$ cat config.mk
export PLATFORM = sky130hd
export DESIGN_NAME = f2i_wrap_conv
export DESIGN_NICKNAME = d
export VERILOG_FILES = /design/src/rtl/f2i_pkg.sv /design/src/rtl/f2i_classify.sv /design/src/rtl/f2i_rshift.sv /design/src/rtl/f2i_truncate.sv /design/src/rtl/f2i_pack.sv /design/src/rtl/f2i_wrap_conv.sv
export SDC_FILE = /design/constraint.sdc
export NUM_CORES = 1
export LEC_CHECK = 0
export BUFFER_PORTS_ARGS = -buffer_cell sky130_fd_sc_hd__buf_2
export CELL_PAD_IN_SITES_DETAIL_PLACEMENT = 0
export CELL_PAD_IN_SITES_GLOBAL_PLACEMENT = 1
export CORE_ASPECT_RATIO = 0.5
export CORE_UTILIZATION = 50
export CTS_BUF_LIST = sky130_fd_sc_hd__clkbuf_16
export CTS_CLUSTER_DIAMETER = 80
export CTS_CLUSTER_SIZE = 40
export DETAILED_ROUTE_END_ITERATION = 10
export GPL_TIMING_DRIVEN = 0
export PLACE_DENSITY_LB_ADDON = 0.25
export SLEW_MARGIN = 20
export SYNTH_ARGS = -nofsm -noshare
export SYNTH_HDL_FRONTEND = slang
export SYNTH_HIERARCHICAL = 1
export SYNTH_SLANG_ARGS = --single-unit
$ cat constraint.sdc
create_clock -name clk -period 17.5 [get_ports clk]
set_clock_uncertainty 0.1 [all_clocks]
set_input_delay 0.875 -clock clk [delete_from_list [all_inputs] [get_ports clk]]
set_output_delay 0.875 -clock clk [all_outputs]
set_load 0.05 [all_outputs]
$ cat src/rtl/f2i_pkg.sv
// Package f2i_pkg
// Shared defaults and the operand class type for the double to int32
// wrapping converter. Assumes binary64 default widths.
package f2i_pkg;
    localparam int F2I_EXP_W = 11;
    localparam int F2I_MAN_W = 52;
    localparam int F2I_INT_W = 32;
    localparam int F2I_FLAG_W = 4;
    localparam int F2I_Z_BIT = 2;

    typedef enum logic [2:0] {
        CL_ZERO = 3'd0,
        CL_SUB  = 3'd1,
        CL_NORM = 3'd2,
        CL_INF  = 3'd3,
        CL_NAN  = 3'd4
    } fclass_t;
endpackage

$ cat src/rtl/f2i_classify.sv
// Module f2i_classify
// Splits a binary float into sign, class, unbiased exponent and the
// significand with its hidden bit. Purely combinational. Subnormals get
// the exponent of the zero code minus bias; they stay below one either way.
module f2i_classify
    import f2i_pkg::*;
#(
    parameter int EXP_W = F2I_EXP_W,
    parameter int MAN_W = F2I_MAN_W
) (
    input  logic [EXP_W+MAN_W:0]    op,
    output logic                    sign,
    output fclass_t                 cls,
    output logic signed [EXP_W+1:0] uexp,
    output logic [MAN_W:0]          sig
);
    localparam int UEXP_W = EXP_W + 2;
    localparam int BIAS   = (1 << (EXP_W - 1)) - 1;

    logic [EXP_W-1:0] exp_f;
    logic [MAN_W-1:0] man_f;
    logic             exp_ones;
    logic             exp_zero;
    logic             man_zero;

    assign sign     = op[EXP_W+MAN_W];
    assign exp_f    = op[MAN_W +: EXP_W];
    assign man_f    = op[MAN_W-1:0];
    assign exp_ones = &exp_f;
    assign exp_zero = ~|exp_f;
    assign man_zero = ~|man_f;

    // Class decode from the exponent and fraction field codes.
    always_comb begin
        if (exp_ones) begin
            cls = man_zero ? CL_INF : CL_NAN;
        end else if (exp_zero) begin
            cls = man_zero ? CL_ZERO : CL_SUB;
        end else begin
            cls = CL_NORM;
        end
    end

    // Unbiased exponent and significand with the hidden bit.
    always_comb begin
        uexp = $signed({2'b00, exp_f}) - $signed(UEXP_W'(BIAS));
        sig  = {~exp_zero, man_f};
    end
endmodule

$ cat src/rtl/f2i_rshift.sv
// Module f2i_rshift
// Logarithmic right shifter that also reports whether any set bit fell
// off the bottom (sticky). Assumes amt is below W where it matters.
module f2i_rshift #(
    parameter int W   = 53,
    parameter int SHW = 6
) (
    input  logic [W-1:0]   din,
    input  logic [SHW-1:0] amt,
    output logic [W-1:0]   dout,
    output logic           sticky
);
    // Shift by each power of two in turn, collecting the dropped bits.
    always_comb begin
        logic [W-1:0] d;
        logic         s;
        d = din;
        s = 1'b0;
        for (int k = 0; k < SHW; k++) begin
            if (amt[k]) begin
                s = s | (|(d & ((W'(1) << (1 << k)) - W'(1))));
                d = d >> (1 << k);
            end
        end
        dout   = d;
        sticky = s;
    end
endmodule

$ cat src/rtl/f2i_truncate.sv
// Module f2i_truncate
// Turns significand and unbiased exponent into the low INT_W bits of the
// integer magnitude. It also reports lost fraction bits and whether the
// magnitude reaches 2^(INT_W-1). Assumes SIG_W > INT_W.
module f2i_truncate #(
    parameter int SIG_W  = 53,
    parameter int INT_W  = 32,
    parameter int UEXP_W = 13
) (
    input  logic [SIG_W-1:0]        sig,
    input  logic signed [UEXP_W-1:0] uexp,
    output logic [INT_W-1:0]        mag_low,
    output logic                    frac_lost,
    output logic                    mag_ge_half,
    output logic                    mag_eq_half
);
    localparam int FRAC_W = SIG_W - 1;
    localparam int WRAP_E = FRAC_W + INT_W;
    localparam int RSW    = $clog2(SIG_W);
    localparam int LSW    = $clog2(INT_W);
    localparam int WIDE_W = INT_W + SIG_W;
    localparam logic [SIG_W-1:0] HALF = SIG_W'(1) << (INT_W - 1);

    logic signed [UEXP_W-1:0] rsh_full;
    logic signed [UEXP_W-1:0] lsh_full;
    logic [RSW-1:0]           rsh;
    logic [LSW-1:0]           lsh;
    logic [SIG_W-1:0]         int_r;
    logic                     sticky_r;
    logic [WIDE_W-1:0]        wide_l;
    logic                     below_one;
    logic                     in_right;
    logic                     in_left;

    assign rsh_full  = $signed(UEXP_W'(FRAC_W)) - uexp;
    assign lsh_full  = uexp - $signed(UEXP_W'(FRAC_W));
    assign rsh       = rsh_full[RSW-1:0];
    assign lsh       = lsh_full[LSW-1:0];
    assign below_one = uexp < $signed(UEXP_W'(0));
    assign in_right  = !below_one && (uexp <= $signed(UEXP_W'(FRAC_W)));
    assign in_left   = (uexp > $signed(UEXP_W'(FRAC_W))) &&
                       (uexp < $signed(UEXP_W'(WRAP_E)));

    f2i_rshift #(.W(SIG_W), .SHW(RSW)) u_rshift (
        .din    (sig),
        .amt    (rsh),
        .dout   (int_r),
        .sticky (sticky_r)
    );

    // Left placement for exponents past the fraction width.
    assign wide_l = {{INT_W{1'b0}}, sig} << lsh;

    // Select the region by exponent: below one, right shift, left shift, all-out.
    always_comb begin
        mag_low     = '0;
        frac_lost   = 1'b0;
        mag_ge_half = 1'b1;
        mag_eq_half = 1'b0;
        if (below_one) begin
            frac_lost   = |sig;
            mag_ge_half = 1'b0;
        end else if (in_right) begin
            mag_low     = int_r[INT_W-1:0];
            frac_lost   = sticky_r;
            mag_ge_half = |int_r[SIG_W-1:INT_W-1];
            mag_eq_half = (int_r == HALF);
        end else if (in_left) begin
            mag_low = wide_l[INT_W-1:0];
        end
    end
endmodule

$ cat src/rtl/f2i_pack.sv
// Module f2i_pack
// Applies the sign, the special-value rules and the range rule, and
// builds the result word, condition nibble and exception bits.
// Combinational; assumes the class code came from f2i_classify.
module f2i_pack
    import f2i_pkg::*;
#(
    parameter int INT_W  = F2I_INT_W,
    parameter int FLAG_W = F2I_FLAG_W,
    parameter int Z_BIT  = F2I_Z_BIT
) (
    input  logic              sign,
    input  fclass_t           cls,
    input  logic [INT_W-1:0]  mag_low,
    input  logic              frac_lost,
    input  logic              mag_ge_half,
    input  logic              mag_eq_half,
    output logic [INT_W-1:0]  result,
    output logic [FLAG_W-1:0] flags,
    output logic              invalid,
    output logic              inexact
);
    logic finite;
    logic fits;
    logic neg_zero;
    logic exact;

    // Range and classification terms.
    always_comb begin
        finite   = (cls == CL_ZERO) || (cls == CL_SUB) || (cls == CL_NORM);
        fits     = !mag_ge_half || (sign && mag_eq_half);
        neg_zero = sign && (cls == CL_ZERO);
        exact    = finite && fits && !frac_lost && !neg_zero;
    end

    // Result word: zero for specials, else the wrapped signed magnitude.
    always_comb begin
        if (!finite) begin
            result = '0;
        end else if (sign) begin
            result = '0 - mag_low;
        end else begin
            result = mag_low;
        end
    end

    // Condition nibble and exception indications.
    always_comb begin
        flags        = '0;
        flags[Z_BIT] = exact;
        invalid      = !finite || !fits;
        inexact      = finite && fits && frac_lost;
    end
endmodule

$ cat src/rtl/f2i_wrap_conv.sv
// Module f2i_wrap_conv
// Top of the double to int32 wrapping converter. Request and response are
// valid/ready channels. STAGES=1 gives one register (response); STAGES=2
// adds a register after the shifter. Synchronous active-low reset.
module f2i_wrap_conv
    import f2i_pkg::*;
#(
    parameter int EXP_W  = F2I_EXP_W,
    parameter int MAN_W  = F2I_MAN_W,
    parameter int INT_W  = F2I_INT_W,
    parameter int FLAG_W = F2I_FLAG_W,
    parameter int STAGES = 1
) (
    input  logic                   clk,
    input  logic                   rst_n,
    input  logic                   in_valid,
    output logic                   in_ready,
    input  logic [EXP_W+MAN_W:0]   in_op,
    output logic                   out_valid,
    input  logic                   out_ready,
    output logic [INT_W-1:0]       out_result,
    output logic [FLAG_W-1:0]      out_flags,
    output logic                   out_invalid,
    output logic                   out_inexact
);
    localparam int SIG_W  = MAN_W + 1;
    localparam int UEXP_W = EXP_W + 2;

    logic                     c_sign;
    fclass_t                  c_cls;
    logic signed [UEXP_W-1:0] c_uexp;
    logic [SIG_W-1:0]         c_sig;
    logic [INT_W-1:0]         t_mag;
    logic                     t_lost;
    logic                     t_ge;
    logic                     t_eq;

    logic                     m_valid;
    logic                     m_sign;
    fclass_t                  m_cls;
    logic [INT_W-1:0]         m_mag;
    logic                     m_lost;
    logic                     m_ge;
    logic                     m_eq;

    logic [INT_W-1:0]         p_result;
    logic [FLAG_W-1:0]        p_flags;
    logic                     p_invalid;
    logic                     p_inexact;
    logic                     out_slot_free;

    f2i_classify #(.EXP_W(EXP_W), .MAN_W(MAN_W)) u_classify (
        .op   (in_op),
        .sign (c_sign),
        .cls  (c_cls),
        .uexp (c_uexp),
        .sig  (c_sig)
    );

    f2i_truncate #(.SIG_W(SIG_W), .INT_W(INT_W), .UEXP_W(UEXP_W)) u_truncate (
        .sig         (c_sig),
        .uexp        (c_uexp),
        .mag_low     (t_mag),
        .frac_lost   (t_lost),
        .mag_ge_half (t_ge),
        .mag_eq_half (t_eq)
    );

    assign out_slot_free = !out_valid || out_ready;

    generate
        if (STAGES >= 2) begin : g_mid_reg
            logic mid_free;
            assign mid_free = !m_valid || out_slot_free;
            assign in_ready = mid_free;

            // Middle register between the shifter and the result packing.
            always_ff @(posedge clk) begin
                if (!rst_n) begin
                    m_valid <= 1'b0;
                    m_sign  <= 1'b0;
                    m_cls   <= CL_ZERO;
                    m_mag   <= '0;
                    m_lost  <= 1'b0;
                    m_ge    <= 1'b0;
                    m_eq    <= 1'b0;
                end else if (mid_free) begin
                    m_valid <= in_valid;
                    if (in_valid) begin
                        m_sign <= c_sign;
                        m_cls  <= c_cls;
                        m_mag  <= t_mag;
                        m_lost <= t_lost;
                        m_ge   <= t_ge;
                        m_eq   <= t_eq;
                    end
                end
            end
        end else begin : g_mid_pass
            // Single-stage variant: the shifter feeds the packing directly.
            assign in_ready = out_slot_free;
            assign m_valid  = in_valid;
            assign m_sign   = c_sign;
            assign m_cls    = c_cls;
            assign m_mag    = t_mag;
            assign m_lost   = t_lost;
            assign m_ge     = t_ge;
            assign m_eq     = t_eq;
        end
    endgenerate

    f2i_pack #(.INT_W(INT_W), .FLAG_W(FLAG_W), .Z_BIT(F2I_Z_BIT)) u_pack (
        .sign        (m_sign),
        .cls         (m_cls),
        .mag_low     (m_mag),
        .frac_lost   (m_lost),
        .mag_ge_half (m_ge),
        .mag_eq_half (m_eq),
        .result      (p_result),
        .flags       (p_flags),
        .invalid     (p_invalid),
        .inexact     (p_inexact)
    );

    // Response register: loads when the slot is free, holds otherwise.
    always_ff @(posedge clk) begin
        if (!rst_n) begin
            out_valid   <= 1'b0;
            out_result  <= '0;
            out_flags   <= '0;
            out_invalid <= 1'b0;
            out_inexact <= 1'b0;
        end else if (out_slot_free) begin
            out_valid <= m_valid;
            if (m_valid) begin
                out_result  <= p_result;
                out_flags   <= p_flags;
                out_invalid <= p_invalid;
                out_inexact <= p_inexact;
            end
        end
    end

    // a converted operand reaches the response slot one edge later.
    p_accept_r10: assert property (@(posedge clk) disable iff (!rst_n)
        m_valid && out_slot_free |=> out_valid);

    // a stalled response keeps its contents.
    p_hold_r10: assert property (@(posedge clk) disable iff (!rst_n)
        out_valid && !out_ready |=> out_valid && $stable(out_result) &&
        $stable(out_flags) && $stable(out_invalid) && $stable(out_inexact));

    // NaN operands give zero and raise invalid.
    p_nan_zero_r3: assert property (@(posedge clk) disable iff (!rst_n)
        m_valid && out_slot_free && (m_cls == CL_NAN) |=>
        (out_result == '0) && out_invalid && !out_flags[F2I_Z_BIT]);

    // infinities give zero and raise invalid.
    p_inf_zero_r4: assert property (@(posedge clk) disable iff (!rst_n)
        m_valid && out_slot_free && (m_cls == CL_INF) |=>
        (out_result == '0) && out_invalid);

    // subnormals give zero and are inexact.
    p_tiny_zero_r7: assert property (@(posedge clk) disable iff (!rst_n)
        m_valid && out_slot_free && (m_cls == CL_SUB) |=>
        (out_result == '0) && out_inexact && !out_invalid);

    // exact flag never coexists with an exception indication.
    p_exact_clean_r6: assert property (@(posedge clk) disable iff (!rst_n)
        out_valid && out_flags[F2I_Z_BIT] |-> !out_invalid && !out_inexact);

    // invalid and inexact are mutually exclusive.
    p_one_exc_r9: assert property (@(posedge clk) disable iff (!rst_n)
        out_valid |-> !(out_invalid && out_inexact));
endmodule

==> results of run 1 <==
-- layout make-up --
cell class / instances / area (um2)
sequential: 39 / 781
timing repair buffer: 105 / 526
clock buffer: 5 / 125
clock inverter: 3 / 43.8
inverter: 25 / 93.8
multi-input combinational: 1071 / 8390
tap: 266 / 333
buffer: 164 / 1020
fill: 1909 / 8500
-- critical path: cells and delay by family --
kind,cells,cell delay (ps)
multiplexers,2,270
AND/OR/NAND/NOR,6,1260
AO/OA/AOI/OAI,5,1100
adder cells (fa/ha/maj),2,380
buffers and inverters,13,3970
XOR/XNOR,2,720
-- kinds of logic after synthesis --
kind of cell / synth area share [%]
AO/OA/AOI/OAI: 17.7
XOR/XNOR: 2.21
adder cells (fa/ha/maj): 0.852
buffers and inverters: 10.9
flip-flops: 7.59
multiplexers: 36.8
other: 0.0365
AND/OR/NAND/NOR: 23.9
-- registers in the layout (all words and copies together) (netlist names) --
register / cells
out_flags: 4
out_inexact: 1
out_invalid: 1
out_result: 32
out_valid: 1
-- per-stage QoR --
step / setup WS [ps] / utilization [%] / cell area (um2)
4_1_cts: 9340 / 57.1 / 11300
5_1_grt: 8730 / 57.1 / 11300
3_3_place_gp: 9160 / 56.3 / 11100
3_5_place_dp: 9070 / 56.3 / 11100
2_1_floorplan: 11060 / - / 10300
6_report: 9040 / 57.1 / 11300
-- layer usage --
metal,routed length [um],global-route usage [%]
met4,1470,12.4
met3,5920,9.43
met1,17900,55.3
met2,17700,60.3
met5,0,0
-- synth_stat cells, types with 19 or more instances --
master	instances	area, um2
nor2_1	101	379
mux2_2	31	349
o21ai_0	46	230
nor4_1	46	288
mux4_2	81	1820
a21oi_1	44	220
mux2i_1	141	1410
dfxtp_1	39	781
clkbuf_1	48	180
nand3_1	28	140
nand2_1	210	788
inv_1	19	71.3
o22ai_1	29	181
buf_2	23	115
buf_4	63	473
-- worst max-delay path by stage --
stage,startpoint,end,slack (ps),cells after the start
CTS,in_op[52],out_result[18],9340,30
global placement,in_op[52],out_result[18],9160,30
floorplan,in_op[52],out_result[28],11060,29
detailed placement,in_op[52],out_result[18],9070,30
finish,in_op[52],out_result[18],9040,30
global route,in_op[52],out_result[18],8730,30
-- power by group through the flow --
stage,registers (W),logic [W],clock network [W]
after floorplan,0.000102,0.000389,0
after global placement,0.0000941,0.000564,0
after detailed placement,0.0000942,0.000565,0
after CTS,0.0000923,0.000568,0.000105
after global routing,0.0000925,0.000618,0.000110
final,0.0000922,0.000597,0.000103
==> results.yml, run 1 <==
worst_setup_path:
  r2r_slack_ps: 16220
  cp-end-kind: "flop"
  critPathMaxStageDelay_ps: 560
  arrival_ps: 8580
  rr_startpoint: "out_valid"
  cp-start-kind: "primary input"
  worstPathMaxFanout: 10
  worst_r2r_endpoint: "out_result[23]"
  r2r.worst_path.cells: 5
  crit_type: "in2reg"
  crit_path_top_delay_cell: "xor2_1"
  crit_path_frequent_cell: "clkbuf_1"
  critPathRequiredTime_ps: 17610
timing:
  report.final.hold_viol_count: 0
  worstMarginPinSlew_ps: 935
  slew_violations: 0
  relSlewSlack_pct: 36.9
  setup_viol_count_final: 0
  period_minus_slack_ps: 8460
  fmax_ghz: 0.118
  finalSetupTns_ps: 0
  hold_ws_ps: 349
  period_share_pct: 48.4
  rsz0062_at_grt: "false"
final_layout:
  drive_above_1_share_pct: 25.4
  stdcell_count: 1678
  mostFrequentLayoutCell: "nand2_1"
  final_cell_mix: "nand2_1, mux2i_1, buf_2"
  syn_to_final_growth_pct: 10.1
  diodes: 0
  nets: 1486
clock_tree:
  clock-sinks: 39
  h-tree-depth: 2
  clock_latency_ps: 280
  tritoncts: "done"
  numCtsBuffers: 5
  cts_buffer_depth: 2
  postCtsHoldBufs: 0
  root_buffer: "clkbuf_16"
  cts.clk_slew.worst_paths_ps: 50
  cts_resized: 0
  cts_setup_buffers: 0
power:
  power.density_nw_per_um2: 70.0
  pwr-share-comb_pct: 75.4
  p_int_w: 0.000375
  p_sw_w: 0.000417
  clock_power_share_pct: 13.0
  ir_drop_mv: 0.0396
  finalPower_w: 0.000792
  p_leak_nw: 4.58
  power_frac_seq_pct: 11.6
  switching_share_pct: 52.6
floorplan:
  die_area_um2: 21200
  core_area_um2: 19800
  die_x_um: 205
  rows: 36
  floorplan.initialDensity_pct: 51.9
  pin_count: 108
  die_h_um: 103
global_routing:
  grt_pass1_vias: 10500
  overflow: 0
  grt_pass1_wl_mm: 63.2
  antenna_found_initial: 0
  grt_max_degree: 16
  grt_usage_pct: 39.5
worst_hold_path:
  min_from: "out_result[29]"
  worstHoldPathType: "reg2reg"
  hold_depth: 2
  min_to: "out_result[29]"
place:
  portBuffers: 105
  gp_congestion: 1.07
  placedCellCount: 1670
  dp_hpwl_mm: 34.5
logic_synthesis:
  synth.cell_area_um2: 10300
  ys_seq_area_share_pct: 7.59
  synth_edf_count: 0
  synth_cell_types: 92
  synth-async-reset-ratio_pct: 0
  avgSynthCellArea_um2: 7.93
  ys_seq_elements: 39
  syn_inst: 1297
  synth_flop_cell: "dfxtp_1"
  yosysWarnings: 6
drt:
  drc: 0
  vias: 11900
  wl_mm: 43.0
  via_per_inst: 7.06
  initialDrtViolationCount: 1848
  postRouteAntennaNets: 0
  firstDrtPassIters: 6
  post_drt_wl_per_cell_um: 25.6
job:
  max_cap_viol_count: 0
status:
  status: "completed"
Power figures use the tool's default switching activity.
==> inputs of run 2 (changes only) <==
--- a/config.mk
+++ b/config.mk
@@ -9,7 +9,7 @@
 export CELL_PAD_IN_SITES_DETAIL_PLACEMENT = 0
 export CELL_PAD_IN_SITES_GLOBAL_PLACEMENT = 1
 export CORE_ASPECT_RATIO = 0.5
-export CORE_UTILIZATION = 50
+export CORE_UTILIZATION = 46
 export CTS_BUF_LIST = sky130_fd_sc_hd__clkbuf_16
 export CTS_CLUSTER_DIAMETER = 80
 export CTS_CLUSTER_SIZE = 40
==> constraint.sdc (replaced) <==
create_clock -name clk -period 8.7 [get_ports clk]
set_clock_uncertainty 0.1 [all_clocks]
set_input_delay 0.435 -clock clk [delete_from_list [all_inputs] [get_ports clk]]
set_output_delay 0.435 -clock clk [all_outputs]
set_load 0.05 [all_outputs]
==> run 2 against run 1 <==
Compared with the run above:
- count of clock-buffer cells in the layout did not move
- flip-flop and latch count stayed put
- first-iteration DRC count is 9.7% lower
==> results.yml, run 2 (same netlist as run 1, synthesis figures left out) <==
status:
  status: "completed"
clock_tree:
  cts_buffer_depth: 2
  tritoncts: "done"
  h-tree-depth: 2
  clock-sinks: 39
  numCtsBuffers: 5
  postCtsHoldBufs: 0
  cts_resized: 0
  clock_latency_ps: 290
  cts_setup_buffers: 0
  root_buffer: "clkbuf_16"
  cts.clk_slew.worst_paths_ps: 60
power:
  power.density_nw_per_um2: 142
  p_leak_nw: 4.58
  ir_drop_mv: 0.0859
worst_setup_path:
  r2r.worst_path.cells: 5
  r2r_slack_ps: 7410
  worstPathMaxFanout: 10
  critPathRequiredTime_ps: 8820
  critPathMaxStageDelay_ps: 590
  worst_r2r_endpoint: "out_result[15]"
  crit_path_end: "out_result[18]"
  setup.worst_path.start: "in_op[52]"
  rr_startpoint: "out_valid"
  crit_path_top_delay_cell: "xor2_1"
  cp-start-kind: "primary input"
  crit_path_frequent_cell: "clkbuf_1"
  crit_type: "in2reg"
  arrival_ps: 8220
  cp-end-kind: "flop"
timing:
  relSlewSlack_pct: 42.0
  rsz0062_at_grt: "false"
  setup_viol_count_final: 0
  report.final.hold_viol_count: 0
  period_share_pct: 93.1
  finalSetupTns_ps: 0
  worstMarginPinSlew_ps: 870
  fmax_ghz: 0.123
  period_minus_slack_ps: 8100
  slew_violations: 0
floorplan:
  die_h_um: 108
  pin_count: 108
  floorplan.initialDensity_pct: 47.2
  rows: 38
  die_area_um2: 23000
  core_area_um2: 21800
  die_x_um: 213
worst_hold_path:
  min_from: "in_valid"
  worstHoldPathType: "in2reg"
  hold_depth: 3
final_layout:
  syn_to_final_growth_pct: 10.5
  postLayoutCellArea_um2: 11400
  final_cell_mix: "nand2_1, mux2i_1, buf_2"
  largest_reg_flops: 32
  regMostFlops: "out_result"
  mostFrequentLayoutCell: "nand2_1"
  drive_above_1_share_pct: 25.4
  nets: 1486
  diodes: 0
  fillers: 2176
  largestRegisters: "out_result x32, out_flags x4"
global_routing:
  antenna_found_initial: 0
  grt_usage_pct: 38.3
  grt_pass1_wl_mm: 66.5
  grt_max_degree: 16
  grt_pass1_vias: 10800
  overflow: 0
place:
  portBuffers: 105
  gp_congestion: 1.06
  place_area_um2: 11200
  dp_hpwl_mm: 35.9
drt:
  firstDrtPassIters: 6
  initialDrtViolationCount: 1668
  post_drt_wl_per_cell_um: 26.1
  vias: 11900
  via_per_inst: 6.94
  drc: 0
  postRouteAntennaNets: 0
  wl_mm: 44.7
job:
  max_cap_viol_count: 0
## run 2: worst min-delay path by stage
stage                           endpoint  slack, ps
after floorplan                out_valid        470
after global placement    out_result[29]        340
after detailed placement   out_result[2]        340
after CTS                      out_valid        320
after global routing           out_valid        340
final                          out_valid        320
## run 2: worst max-delay path: cells and delay by family
kind	cells	cell delay, ps
buffers and inverters	13	4050
and+or+nand+nor	6	1280
AOI/OAI and AO/OA	5	970
xor gates and xnor gates	2	770
adders and majority gates	2	420
muxes	2	280
## run 2: cell type report
class	count	area, um2	share of cell area [%]
clock buffers	5	125	1.10
plain buffers	164	1020	9.01
well taps	300	375	3.30
repair buffers	105	526	4.63
multi-input cells	1071	8390	73.9
clock inverters	3	46.3	0.407
inverters	25	93.8	0.826
flip-flops and latches	39	781	6.87
## run 2: stage by stage
step	worst slack [ps]	util, %	std cells	total power (W)	hold slack (ps)
floorplan	2700	-	1299	0.000989	474
detailed placement	497	51.4	1704	0.00134	343
CTS	761	52.2	1712	0.00155	323
global route	229	52.2	1712	0.00166	335
finish	601	52.2	1712	0.00161	317
global placement	638	51.4	1704	0.00134	339
## run 2: layer usage
metal / vias up / wire length [um] / global-route usage [%]
li1: 5103 / - / -
met1: 5788 / 19200 / 54.7
met2: 882 / 18900 / 58.2
met3: 101 / 5380 / 7.44
met4: 0 / 1150 / 10.6
met5: - / 0 / 0
## run 2: power by group
group          internal (W)  switching (W)
Combinational      0.000437       0.000778
Sequential         0.000183     0.00000220
Clock              0.000136      0.0000740
